### src/rtl/uart_par_pkg.sv
package uart_par_pkg;

  typedef enum logic [2:0] {
    PM_EVEN  = 3'd0,
    PM_ODD   = 3'd1,
    PM_MARK  = 3'd2,
    PM_SPACE = 3'd3,
    PM_NONE  = 3'd4
  } par_mode_e;

  // Parity bit present in the frame for this mode
  function automatic logic par_used(input logic [2:0] mode);
    return (mode < 3'd4);
  endfunction

  // Parity bit value given the mode and the XOR of the data bits
  function automatic logic par_calc(input logic [2:0] mode, input logic ones_odd);
    logic p;
    case (mode)
      PM_EVEN:  p = ones_odd;
      PM_ODD:   p = ~ones_odd;
      PM_MARK:  p = 1'b1;
      default:  p = 1'b0;
    endcase
    return p;
  endfunction

endpackage

### src/rtl/uart_par_baud.sv
module uart_par_baud #(
  parameter int DIV = 27
) (
  input  logic clk,
  input  logic rst_n,
  output logic tick
);
  localparam int CW = (DIV > 1) ? $clog2(DIV) : 1;

  logic [CW-1:0] cnt_q, cnt_d;

  assign tick = (cnt_q == CW'(DIV - 1));

  always_comb begin
    if (tick) cnt_d = '0;
    else      cnt_d = cnt_q + CW'(1);
  end

  always_ff @(posedge clk or negedge rst_n) begin
    if (!rst_n) cnt_q <= '0;
    else        cnt_q <= cnt_d;
  end

endmodule

### src/rtl/uart_par_tx.sv
module uart_par_tx
  import uart_par_pkg::*;
#(
  parameter int DW  = 8,
  parameter int OSR = 16
) (
  input  logic          clk,
  input  logic          rst_n,
  input  logic          tick,
  input  logic          start,
  input  logic [DW-1:0] data,
  input  logic [2:0]    mode,
  output logic          line,
  output logic          busy
);
  localparam int FW  = DW + 3;
  localparam int BCW = $clog2(FW + 1);
  localparam int OCW = $clog2(OSR);

  logic           busy_q, busy_d;
  logic [FW-1:0]  sh_q, sh_d;
  logic [BCW-1:0] left_q, left_d;
  logic [OCW-1:0] os_q, os_d;
  logic [2:0]     mode_q, mode_d;

  always_comb begin
    busy_d = busy_q;
    sh_d   = sh_q;
    left_d = left_q;
    os_d   = os_q;
    mode_d = mode_q;
    if (!busy_q) begin
      if (start) begin
        busy_d = 1'b1;
        mode_d = mode;
        os_d   = '0;
        if (par_used(mode)) begin
          sh_d   = {1'b1, par_calc(mode, ^data), data, 1'b0};
          left_d = BCW'(FW);
        end else begin
          sh_d   = {2'b11, data, 1'b0};
          left_d = BCW'(FW - 1);
        end
      end
    end else if (tick) begin
      if (os_q == OCW'(OSR - 1)) begin
        os_d   = '0;
        sh_d   = {1'b1, sh_q[FW-1:1]};
        left_d = left_q - BCW'(1);
        if (left_q == BCW'(1)) busy_d = 1'b0;
      end else begin
        os_d = os_q + OCW'(1);
      end
    end
  end

  always_ff @(posedge clk or negedge rst_n) begin
    if (!rst_n) begin
      busy_q <= 1'b0;
      sh_q   <= '1;
      left_q <= '0;
      os_q   <= '0;
      mode_q <= PM_NONE;
    end else begin
      busy_q <= busy_d;
      sh_q   <= sh_d;
      left_q <= left_d;
      os_q   <= os_d;
      mode_q <= mode_d;
    end
  end

  assign line = sh_q[0];
  assign busy = busy_q;


  idle_high_chk: assert property (@(posedge clk) disable iff (!rst_n)
    !busy_q |-> sh_q[0]);

  start_low_chk: assert property (@(posedge clk) disable iff (!rst_n)
    $rose(busy_q) |-> !sh_q[0]);

endmodule

### src/rtl/uart_par_rx.sv
module uart_par_rx
  import uart_par_pkg::*;
#(
  parameter int DW  = 8,
  parameter int OSR = 16
) (
  input  logic          clk,
  input  logic          rst_n,
  input  logic          tick,
  input  logic          line,
  input  logic [2:0]    mode,
  output logic [DW-1:0] data,
  output logic          valid,
  output logic          perr
);
  localparam int OCW = $clog2(OSR);
  localparam int IW  = (DW > 1) ? $clog2(DW) : 1;

  typedef enum logic [2:0] {RS_IDLE, RS_START, RS_DATA, RS_PAR, RS_STOP} rx_st_e;

  rx_st_e         st_q, st_d;
  logic [OCW-1:0] os_q, os_d;
  logic [IW-1:0]  idx_q, idx_d;
  logic [DW-1:0]  sh_q, sh_d;
  logic [DW-1:0]  data_q, data_d;
  logic [2:0]     mode_q, mode_d;
  logic           pend_q, pend_d;
  logic           valid_q, valid_d;
  logic           perr_q, perr_d;
  logic           centre;

  assign centre = tick && (os_q == OCW'(OSR - 1));

  always_comb begin
    st_d    = st_q;
    os_d    = os_q;
    idx_d   = idx_q;
    sh_d    = sh_q;
    data_d  = data_q;
    mode_d  = mode_q;
    pend_d  = pend_q;
    valid_d = 1'b0;
    perr_d  = 1'b0;
    if (tick && (st_q != RS_IDLE) && (st_q != RS_START)) begin
      os_d = centre ? '0 : os_q + OCW'(1);
    end
    case (st_q)
      RS_IDLE: begin
        if (tick && !line) begin
          st_d = RS_START;
          os_d = '0;
        end
      end
      RS_START: begin
        if (tick) begin
          if (os_q == OCW'(OSR / 2 - 1)) begin
            os_d = '0;
            if (!line) begin
              st_d   = RS_DATA;
              idx_d  = '0;
              mode_d = mode;
              pend_d = 1'b0;
            end else begin
              st_d = RS_IDLE;
            end
          end else begin
            os_d = os_q + OCW'(1);
          end
        end
      end
      RS_DATA: begin
        if (centre) begin
          sh_d = {line, sh_q[DW-1:1]};
          if (idx_q == IW'(DW - 1)) st_d = par_used(mode_q) ? RS_PAR : RS_STOP;
          else                      idx_d = idx_q + IW'(1);
        end
      end
      RS_PAR: begin
        if (centre) begin
          pend_d = (line != par_calc(mode_q, ^sh_q));
          st_d   = RS_STOP;
        end
      end
      RS_STOP: begin
        if (centre) begin
          valid_d = 1'b1;
          perr_d  = pend_q;
          data_d  = sh_q;
          st_d    = RS_IDLE;
        end
      end
      default: st_d = RS_IDLE;
    endcase
  end

  always_ff @(posedge clk or negedge rst_n) begin
    if (!rst_n) begin
      st_q    <= RS_IDLE;
      os_q    <= '0;
      idx_q   <= '0;
      sh_q    <= '0;
      data_q  <= '0;
      mode_q  <= PM_NONE;
      pend_q  <= 1'b0;
      valid_q <= 1'b0;
      perr_q  <= 1'b0;
    end else begin
      st_q    <= st_d;
      os_q    <= os_d;
      idx_q   <= idx_d;
      sh_q    <= sh_d;
      data_q  <= data_d;
      mode_q  <= mode_d;
      pend_q  <= pend_d;
      valid_q <= valid_d;
      perr_q  <= perr_d;
    end
  end

  assign data  = data_q;
  assign valid = valid_q;
  assign perr  = perr_q;


  valid_pulse_chk: assert property (@(posedge clk) disable iff (!rst_n)
    valid_q |=> !valid_q);

  none_quiet_chk: assert property (@(posedge clk) disable iff (!rst_n)
    perr_q |-> par_used(mode_q));

  perr_with_valid_chk: assert property (@(posedge clk) disable iff (!rst_n)
    perr_q |-> valid_q);

endmodule

### src/rtl/uart_par_top.sv
module uart_par_top #(
  parameter int DATA_W     = 8,
  parameter int OVERSAMPLE = 16,
  parameter int CLK_DIV    = 27,
  parameter int SYNC_STAGES = 2
) (
  input  logic              clk,
  input  logic              rst_n,
  input  logic [2:0]        par_mode,
  input  logic [DATA_W-1:0] tx_data,
  input  logic              tx_start,
  output logic              tx_busy,
  output logic              tx_line,
  input  logic              rx_line,
  output logic [DATA_W-1:0] rx_data,
  output logic              rx_valid,
  input  logic              clr_status,
  output logic              status_perr
);
  logic [1:0]             rs_q;
  logic                   rst_i;
  logic [SYNC_STAGES-1:0] rxs_q;
  logic                   tick;
  logic                   rx_perr;
  logic                   status_q, status_d;

  always_ff @(posedge clk or negedge rst_n) begin
    if (!rst_n) rs_q <= '0;
    else        rs_q <= {rs_q[0], 1'b1};
  end
  assign rst_i = rs_q[1];

  always_ff @(posedge clk or negedge rst_i) begin
    if (!rst_i) rxs_q <= '1;
    else        rxs_q <= {rxs_q[SYNC_STAGES-2:0], rx_line};
  end

  uart_par_baud #(.DIV(CLK_DIV)) u_baud (
    .clk  (clk),
    .rst_n(rst_i),
    .tick (tick)
  );

  uart_par_tx #(.DW(DATA_W), .OSR(OVERSAMPLE)) u_tx (
    .clk  (clk),
    .rst_n(rst_i),
    .tick (tick),
    .start(tx_start),
    .data (tx_data),
    .mode (par_mode),
    .line (tx_line),
    .busy (tx_busy)
  );

  uart_par_rx #(.DW(DATA_W), .OSR(OVERSAMPLE)) u_rx (
    .clk  (clk),
    .rst_n(rst_i),
    .tick (tick),
    .line (rxs_q[SYNC_STAGES-1]),
    .mode (par_mode),
    .data (rx_data),
    .valid(rx_valid),
    .perr (rx_perr)
  );

  always_comb begin
    status_d = rx_perr | (status_q & ~clr_status);
  end

  always_ff @(posedge clk or negedge rst_i) begin
    if (!rst_i) status_q <= 1'b0;
    else        status_q <= status_d;
  end

  assign status_perr = status_q;


  perr_sets_chk: assert property (@(posedge clk) disable iff (!rst_i)
    rx_perr |=> status_q);

  flag_holds_chk: assert property (@(posedge clk) disable iff (!rst_i)
    (status_q && !clr_status) |=> status_q);

  clear_cause_chk: assert property (@(posedge clk) disable iff (!rst_i)
    $fell(status_q) |-> $past(clr_status));

endmodule

### config.mk
export PLATFORM = sky130hd
export DESIGN_NAME = uart_par_top
export DESIGN_NICKNAME = d
export VERILOG_FILES = /design/src/rtl/uart_par_pkg.sv /design/src/rtl/uart_par_baud.sv /design/src/rtl/uart_par_tx.sv /design/src/rtl/uart_par_rx.sv /design/src/rtl/uart_par_top.sv
export SDC_FILE = /design/constraint.sdc
export NUM_CORES = 1
export LEC_CHECK = 0
export BUFFER_PORTS_ARGS = -buffer_cell sky130_fd_sc_hd__buf_2
export CAP_MARGIN = 20
export CORE_ASPECT_RATIO = 1.5
export CORE_MARGIN = 10
export CORE_UTILIZATION = 60
export CTS_BUF_LIST = sky130_fd_sc_hd__clkbuf_2
export DETAILED_ROUTE_END_ITERATION = 12
export GPL_ROUTABILITY_DRIVEN = 0
export GPL_TIMING_DRIVEN = 0
export PLACE_DENSITY = 0.8
export SYNTH_ARGS = -nofsm -noshare
export SYNTH_HDL_FRONTEND = slang
export SYNTH_SLANG_ARGS = --single-unit
### constraint.sdc
create_clock -name clk -period 5 [get_ports clk]
set_clock_uncertainty 0.05 [all_clocks]
set_input_delay 0.75 -clock clk [delete_from_list [all_inputs] [get_ports clk]]
set_output_delay 0.75 -clock clk [all_outputs]
set_load 0.1 [all_outputs]
==> Word level (Yosys, flattened, before mapping) <==
Index checks and enable logic that the tools add are counted.
{ "classes": {"add_sub_neg": 5, "eq_ne": 27, "order_cmp": 2, "mux": 55, "bitwise": 6, "n_reduce_logical": 22} }
{ "op_table": {"columns": ["cell", "n"], "rows": [
  ["$mux 4", 13],
  ["$mux 11", 4],
  ["$mux 3", 13],
  ["$mux 1", 16],
  ["$ne 2x1->1 const B", 8],
  ["$reduce_xor 8->1", 2],
  ["$pmux 3 s5", 1],
  ["$eq 3x2->1 const B", 4],
  ["$mux 10", 1],
  ["$eq 3x1->1 const B", 3],
  ["$logic_not 3->1", 3],
  ["$add 4x1->4 const B", 2],
  ["$eq 4x4->1 const B", 2],
  ["$pmux 4 s2", 1],
  ["$reduce_and 7->1", 1],
  ["$eq 3x3->1 const B", 2],
  ["$lt 3x3->1 const B", 2],
  ["$ne 2x2->1 const B", 3],
  ["$pmux 1 s3", 2],
  ["$pmux 3 s2", 1],
  ["$reduce_and 2->1", 3],
  ["$reduce_and 6->1", 1],
  ["$reduce_bool 2->1", 3],
  ["$add 5x1->5 const B", 1],
  ["19 further kinds", 25]
]} }
{ "word_totals": {"inputBits": 16, "word_cells": 134, "out_inout_bits": 12, "ff_bits": 62} }

==> Longest topological paths before layout <==
Gate-level depths: netlist of run 1.
{ "logic_depth": {"word_depth": 8, "ltp_mapped": 9, "ltp_nobuf": 8} }

==> Cells and area by module <==
From an unflattened synthesis of run 1, not the netlist that was laid out.
{ "hier_totals": {"hier_cells": 286, "hier_area_um2": 3017.9} }
{ "modules_own_cells": {"columns": ["mod", "cells_per_inst", "n_inst", "area_each_um2", "seq_area_each_um2"], "rows": [
  ["uart_par_rx", 141, 1, 1490.2, 802.0],
  ["uart_par_tx", 113, 1, 1118.6, 488.0],
  ["uart_par_baud", 24, 1, 266.5, 125.1],
  ["uart_par_top", 8, 1, 142.6, 127.6]
]} }

==> Worst setup path after synthesis of run 1 <==
OpenSTA, ideal clock, no wires.
{ "synth_timing": {"path_type": "register to register", "start": "register u_tx.busy_q, in the netlist u_tx.busy", "end": "register u_tx.left_q[3]", "n_path_buf": 1, "arrival_ns": 2.136, "setup_slack_ns": 2.691, "synth_period_minus_slack_ns": 2.309, "setup_time_ns": 0.124, "required_ns": 4.826, "path_stages_with_launch": 7, "path_cell_list": "dfrtp_1 -> clkbuf_1 -> nand2_1 -> o21a_1 -> nor4_1 -> xnor2_1 -> nand2_1"} }
{ "synth_between": {"elab_chain_cells": 2, "word_cells_on_any_way": 5, "cone_classes": "2 x eq/ne; 1 x mux; 2 x reduce/logical"} }
{ "synth_lines": {"columns": ["element", "line_no", "rtl"], "rows": [
  ["from (decl)", "uart_par_tx.sv:20", "logic busy_q, busy_d;"],
  ["from (signal assigned)", "uart_par_tx.sv:65", "busy_q <= busy_d;"],
  ["$ne 2x2->1 (no source line) (tied with other cells)", null, null],
  ["$reduce_and 3->1 (no source line)", null, null],
  ["to (signal assigned)", "uart_par_tx.sv:67", "left_q <= left_d;"],
  ["to (decl)", "uart_par_tx.sv:22", "logic [BCW-1:0] left_q, left_d;"]
]} }
Parallel ways exist; a longest one is shown, timed or not.
A chain may end at the register's enable or synchronous reset.

==> Worst setup path after layout of run 1 <==
{ "layout_timing": {"start": "register u_baud.cnt_q[0]", "end": "register u_rx.sh_q[7]"} }
{ "layout_between": {"elab_chain_cells": 3} }
{ "layout_lines": {"columns": ["element", "line_no", "rtl"], "rows": [
  ["from (decl)", "uart_par_baud.sv:10", "logic [CW-1:0] cnt_q, cnt_d;"],
  ["from (signal assigned)", "uart_par_baud.sv:21", "else cnt_q <= cnt_d;"],
  ["$eq 5x5->1", "uart_par_baud.sv:12", "assign tick = (cnt_q == CW'(DIV - 1));"],
  ["$logic_and 1x1->1", "uart_par_rx.sv:32", "assign centre = tick && (os_q == OCW'(OSR - 1));"],
  ["$reduce_and 2->1 (no source line)", null, null],
  ["to (signal assigned)", "uart_par_rx.sv:101", "sh_q <= '0;"],
  ["to (signal assigned)", "uart_par_rx.sv:111", "sh_q <= sh_d;"],
  ["to (decl)", "uart_par_rx.sv:24", "logic [DW-1:0] sh_q, sh_d;"]
]} }
No other way between the ends.

==> impl_metrics.tcl, run 1 <==
set metrics [dict create \
    rrSetupSlack_ps 2590 \
    syn_nets 301 \
    cts_num_sinks 61 \
    synthArstFlopShare 1.00 \
    crit_slowest_cell "nor3_2" \
    drive_gt1_frac 0.264 \
    dpl.hpwl_mm 4.00 \
    postSynthCellCount 277 \
    cts_buffers 9 \
    design_area_sq_mm 0.00340 \
    synth-seq-cells 61 \
    fin_cells 388 \
    grt_max_degree 32 \
    p_leak_nw 1.65 \
    swShare 0.253 \
    fmax_ghz 0.415 \
    slew_violations 0 \
    fillers 384 \
    slowest_delay_ps 510 \
    grtUsageTotal 0.148 \
    arrival_ps 2750 \
    fp.dieW_um 77.7 \
    synth_area_sq_mm 0.00300 \
    antenna_found_initial 0 \
    ant_nets 0 \
    r2r_end "u_rx.sh_q[7]$_DFFE_PN0P_" \
    core_region_area_sq_mm 0.00485 \
    multi_input_area_sq_mm 0.00138 \
    clk_path_buf_depth 2 \
    postPlaceCellArea_sq_mm 0.00324 \
    clock_latency_ps 480 \
    synth_flop_cell "dfrtp_1" \
    p_comb_frac 0.126 \
    power.total_mw 1.06 \
    row_count 31 \
    first_global_vias 2272 \
    totalNegativeSetupSlack_ps 0 \
    fin_crit_sh 0.481 \
    cts_setup_buffers 0 \
    rsz0062_at_grt "no" \
    crit_chain "inv_1 -> ha_1 -> nand4b_4 -> or2_1 -> buf_6 -> nor3_2 -> mux2_2" \
    clk_pin_slew_ps 160 \
    synth_top_area_cell "dfrtp_1" \
    via_count 2145 \
    grt_pass1_wl_mm 10.0 \
    viasPerCell 5.53 \
    outcome "finished, final reports clean" \
    port_buffers 27 \
    ys_warn_count 0 \
    cts_max_level 3 \
    setup_viol 0 \
    crit_type "reg -> reg" \
    post_synth.cell_area_avg_sq_um 10.8 \
    hold_viol_final 0 \
    drcViolationCount 0 \
    r2r-start "u_baud.cnt_q[0]$_DFF_PN0_" \
    root_buffer "clkbuf_2" \
    seqPwrFrac 0.509 \
    drt_wl_total_mm 5.53 \
    overflow 0 \
    critical_path_required_ps 5340 \
    critical_path.startpoint_type "flop" \
    internal_power_mw 0.792 \
    hold_class "reg -> async" \
    ios 28 \
    fin_nets 341 \
    cts_tree "done" \
    ir_drop_v 0.000239 \
    pwr-share-clk 0.365 \
    drv_cap 0 \
    first_iter_violations 119 \
    synth_area_leaders "dfrtp_1 (40%), dfstp_2 (11%), mux2_2 (7.5%), xnor2_1 (5.0%), o21ai_0 (4.2%)" \
    cp_max_fo 8 \
    max_slew.worst_pin.slew_ps 672 \
    yosysSeqAreaShare 0.514 \
    antenna_cells 0 \
    dieHeight_um 107 \
    synth_top_area_share 0.400 \
    firstDrtPassIters 4 \
    dp.cells 371 \
    worst-r2r-cell-count 7 \
    p_switching_mw 0.269 \
    synth_edf_count 0 \
    crit_path_end_kind "flop" \
    startpoint "u_baud.cnt_q[0]$_DFF_PN0_" \
    regArea_sq_mm 0.00154 \
    wl_per_cell_um 14.3 \
    postLayoutCoreUtil 0.701 \
    start_util 0.619 \
    area_growth_pct 13.3 \
    slew_headroom 0.549 \
    layout_min_cycle_time_ps 2410 \
    dieArea_sq_mm 0.00829 \
    power_density_mw_per_mm2 312 \
    synthDistinctLibCells 45 \
]
-- kinds of logic (layout without fill, tap and decap cells) --
logic type / count (synthesis) / count (layout) / synth area share
compound gates: 54 / 54 / 0.114
other cells: 1 / 1 / 0.00125
mux: 30 / 30 / 0.110
xor+xnor: 20 / 20 / 0.0584
fa+ha+maj: 8 / 8 / 0.0334
flops: 61 / 61 / 0.514
simple gates: 84 / 84 / 0.141
buf+inv: 19 / 64 / 0.0275
-- worst max-delay path by stage --
stage / end / slack [ps] / cells after the start
after global routing: u_rx.data[6]$_DFFE_PN0P_ / 2390 / 7
after global placement: status_perr$_DFF_PN0_ / 2530 / 0
final: u_rx.sh_q[7]$_DFFE_PN0P_ / 2590 / 7
after CTS: u_rx.data[1]$_DFFE_PN0P_ / 2570 / 7
after detailed placement: u_rx.data[1]$_DFFE_PN0P_ / 2590 / 7
after floorplan: u_tx.left_q[3]$_DFFE_PN0P_ / 2690 / 6
-- cell usage in the layout (no fill, tap or decap), types with 9 or more instances in the layout --
master / Yosys / routed
buf_2: 3 / 30
o21ai_0: 25 / 25
dfrtp_1: 48 / 47
nand2_1: 32 / 32
clkbuf_2: 0 / 10
dfstp_2: 13 / 13
nand3_1: 12 / 12
mux2i_1: 9 / 9
xnor2_1: 17 / 17
mux2_2: 20 / 20
nor2_1: 18 / 18
-- registers in the layout (all words and copies together), names as in the netlist --
register / cells
u_rx.mode_q: 3
u_rx.valid: 1
u_tx.busy: 1
u_baud.cnt_q: 5
u_rx.sh_q: 8
u_tx.left_q: 4
u_rx.st_q: 3
u_rx.perr: 1
u_tx.sh_q: 10
u_rx.pend_q: 1
rs_q: 2
rxs_q: 2
u_rx.idx_q: 3
status_perr: 1
u_rx.data: 8
u_tx.os_q: 4
u_rx.os_q: 4
-- worst max-delay path: cells and delay by family (launching register included) --
family / cells / cell delay [ps]
AND/OR/NAND/NOR: 3 / 970
flip-flops: 1 / 450
multiplexers: 1 / 410
buffers and inverters: 2 / 210
adder cells (fa/ha/maj): 1 / 220
-- what timing repair did --
action,CTS,global route
endpoints found under the hold margin,2,0
hold buffers,1,0
resized for setup,0,0
-- area by class of cell --
| cell class | instances | share of cell area |
|---|---|---|
| well taps | 66 | 0.0243 |
| plain buffers | 12 | 0.0166 |
| repair buffers | 29 | 0.0486 |
| flip-flops and latches | 61 | 0.454 |
| inverters | 7 | 0.00773 |
| clock inverters | 6 | 0.0298 |
| multi-input cells | 197 | 0.404 |
| clock buffers | 10 | 0.0147 |
-- power groups by stage --
stage               clock (mW)  combinational (mW)  sequential (mW)
global route             0.414               0.153            0.544
global placement             0               0.123            0.552
floorplan                    0              0.0973            0.552
CTS                      0.394               0.135            0.540
finish                   0.387               0.134            0.540
detailed placement           0               0.133            0.548
-- metrics by stage --
| step | worst slack [ps] | hold slack, ps |
|---|---|---|
| after CTS | 2570 | 257 |
| after global routing | 2390 | 252 |
| final | 2590 | 226 |
| after floorplan | 2690 | 281 |
| after detailed placement | 2590 | 253 |
| after global placement | 2530 | 289 |
-- layer usage --
metal | part of all wire | up-vias | track usage
li1 | - | 1046 | -
met1 | 0.40 | 1039 | 0.154
met2 | 0.53 | 45 | 0.265
met3 | 0.037 | 15 | 0.0410
met4 | 0.025 | 0 | 0.0733
met5 | 0 | - | 0
-- synthesized netlist by cell type (3+ instances only) --
| cell type | number |
|---|---|
| dfrtp_1 | 48 |
| nand2_1 | 32 |
| o21ai_0 | 25 |
| mux2_2 | 20 |
| nor2_1 | 18 |
| xnor2_1 | 17 |
| dfstp_2 | 13 |
| nand3_1 | 12 |
| mux2i_1 | 9 |
| ha_1 | 8 |
| clkbuf_1 | 7 |
| inv_1 | 7 |
| a21oi_1 | 6 |
| a22o_1 | 4 |
| a31oi_1 | 4 |
| nor2b_1 | 4 |
| buf_2 | 3 |
| nor3_1 | 3 |
| nor4_1 | 3 |
| o31ai_1 | 3 |
| xor2_1 | 3 |
No activity file was read; power rests on OpenSTA's default activity.
==> run 2: changes to the inputs <==
- CORE_UTILIZATION: 60 -> 55
- PLACE_DENSITY: 0.8 -> 0.78
- clock period: 5 -> 2.1 ns (I/O delays scaled with it)
==> impl_metrics.tcl, run 2 (synthesized netlist as in run 1, its figures left out) <==
set metrics [dict create \
    viasPerCell 5.46 \
    critical_path_required_ps 2450 \
    pwr-share-clk 0.328 \
    holdCritStartpoint "clr_status" \
    drcViolationCount 0 \
    layout_min_cycle_time_ps 2090 \
    design_area_sq_mm 0.00358 \
    dp_slack_ps -260 \
    drt_wl_total_mm 6.09 \
    postPlaceCellArea_sq_mm 0.00325 \
    overflow 0 \
    dpl.hpwl_mm 4.05 \
    crit_type "reg -> reg" \
    r2r_end "u_rx.st_q[1]$_DFFE_PN0P_" \
    internal_power_mw 1.79 \
    worst-r2r-cell-count 9 \
    met2_length_mm 3.25 \
    power.total_mw 2.46 \
    area_growth_pct 19.4 \
    top_layer "met4" \
    clk_path_buf_depth 2 \
    clk_pin_slew_ps 160 \
    wl_met3_um 147 \
    power_density_mw_per_mm2 687 \
    cts_max_level 3 \
    core_region_area_sq_mm 0.00520 \
    ir_drop_v 0.000537 \
    fin_nets 355 \
    met1_length_mm 2.53 \
    r2r-start "u_baud.cnt_q[0]$_DFF_PN0_" \
    first_global_vias 2229 \
    setup_ws_ps 6.83 \
    root_buffer "clkbuf_2" \
    p_leak_nw 1.72 \
    fillers 425 \
    ios 28 \
    rsz0062_at_grt "yes" \
    dp.cells 373 \
    hold-path-cell-count 3 \
    crit_path_end_kind "flop" \
    setup_viol 0 \
    drive_gt1_frac 0.318 \
    fin_crit_sh 0.997 \
    cts_buffers 9 \
    largest_register_ff_count 10 \
    drv_cap 0 \
    slew_headroom 0.581 \
    grt_pass1_wl_mm 9.81 \
    p_comb_frac 0.149 \
    p_switching_mw 0.666 \
    wl_per_cell_um 15.1 \
    critical_path.startpoint_type "flop" \
    antenna_found_initial 0 \
    hold_class "in -> reg" \
    final_common_cell "dfrtp_1" \
    largest_register "u_tx.sh_q" \
    regArea_sq_mm 0.00155 \
    clock_latency_ps 490 \
    firstDrtPassIters 4 \
    antenna_cells 0 \
    row_count 32 \
    fp.dieW_um 80.3 \
    grtUsageTotal 0.137 \
    rrSetupSlack_ps 7 \
    fmax_ghz 0.478 \
    totalNegativeSetupSlack_ps 0 \
    dieHeight_um 110 \
    via_count 2206 \
    slew_violations 0 \
    grt_max_degree 32 \
    outcome "finished, final reports clean" \
    multi_input_area_sq_mm 0.00144 \
    cts_num_sinks 61 \
    swShare 0.271 \
    layout.cells.most_common_list "dfrtp_1 (46), nand2_1 (32), buf_2 (30), o21ai_0 (25)" \
    cp_max_fo 6 \
    min_to "status_perr$_DFF_PN0_" \
    arrival_ps 2440 \
    dieArea_sq_mm 0.00887 \
    max_slew.worst_pin.slew_ps 628 \
    hold_viol_final 0 \
    first_iter_violations 121 \
    seqPwrFrac 0.523 \
    port_buffers 27 \
    cts_tree "done" \
    start_util 0.576 \
    fin_cells 404 \
    ant_nets 0 \
]
## run 2: cell count changes in the layout (fill, tap and decap cells not counted), moves of 4 or more
cell,previous run,this run
mux2_2,20,12
dlygate4sd3_1,1,5
buf_4,0,8
mux2_4,1,9
## run 2: repair_timing
action | in CTS | in global routing
endpoints found under the setup margin | 21 | 32
pin swaps | 1 | 1
buffers inserted | 7 | 3
gates resized for setup | 2 | 19
hold endpoints to repair | 5 | 1
hold buffers | 4 | 1
cloned | 0 | 0
## run 2: worst max path at each step
stage	start	end	depth (start not counted)
final	u_baud.cnt_q[0]$_DFF_PN0_	u_rx.st_q[1]$_DFFE_PN0P_	9
after global routing	u_baud.cnt_q[0]$_DFF_PN0_	u_rx.st_q[1]$_DFFE_PN0P_	9
after CTS	u_baud.cnt_q[0]$_DFF_PN0_	u_rx.st_q[1]$_DFFE_PN0P_	9
after detailed placement	u_baud.cnt_q[0]$_DFF_PN0_	u_rx.data[3]$_DFFE_PN0P_	7
after global placement	rs_q[1]$_DFF_PN0_	u_tx.busy$_DFF_PN0_	0
after floorplan	u_baud.cnt_q[0]$_DFF_PN0_	u_rx.st_q[1]$_DFFE_PN0P_	9
## run 2: power groups by stage
stage | logic [mW] | registers [mW] | clock network [mW]
6_report | 0.367 | 1.29 | 0.806
5_1_grt | 0.411 | 1.29 | 0.872
4_1_cts | 0.353 | 1.29 | 0.819
3_5_place_dp | 0.323 | 1.31 | 0
3_3_place_gp | 0.295 | 1.31 | 0
2_1_floorplan | 0.235 | 1.31 | 0
## run 2: metal layers
| layer | GRT usage | vias up |
|---|---|---|
| li1 | - | 1072 |
| met1 | 0.149 | 1082 |
| met2 | 0.233 | 39 |
| met3 | 0.0357 | 13 |
| met4 | 0.0681 | 0 |
| met5 | 0 | - |
## run 2: critical path: stages, from the launching register on
cell and delay (ps):
dfrtp_1 420, inv_2 70, ha_4 150, nand4b_4 130, or2_1 250, buf_6 140, a211oi_2 190, a221oi_2 70
a31o_1 240, mux2_4 300
## run 2: area by class of cell
class,count,area share
inverters,7,0.00733
clock inverters,6,0.0217
repair buffers,43,0.0828
flip-flops and latches,61,0.431
well taps,68,0.0238
clock buffers,10,0.0140
multi-input cells,197,0.403
plain buffers,12,0.0164
## run 2: stage by stage
| stage | hold slack [ps] | util |
|---|---|---|
| 6_report | 41.0 | 0.688 |
| 5_1_grt | 12.3 | 0.688 |
| 4_1_cts | 0.159 | 0.669 |
| 3_5_place_dp | 50.8 | 0.625 |
| 3_3_place_gp | 50.1 | 0.621 |
| 2_1_floorplan | -30.6 | - |
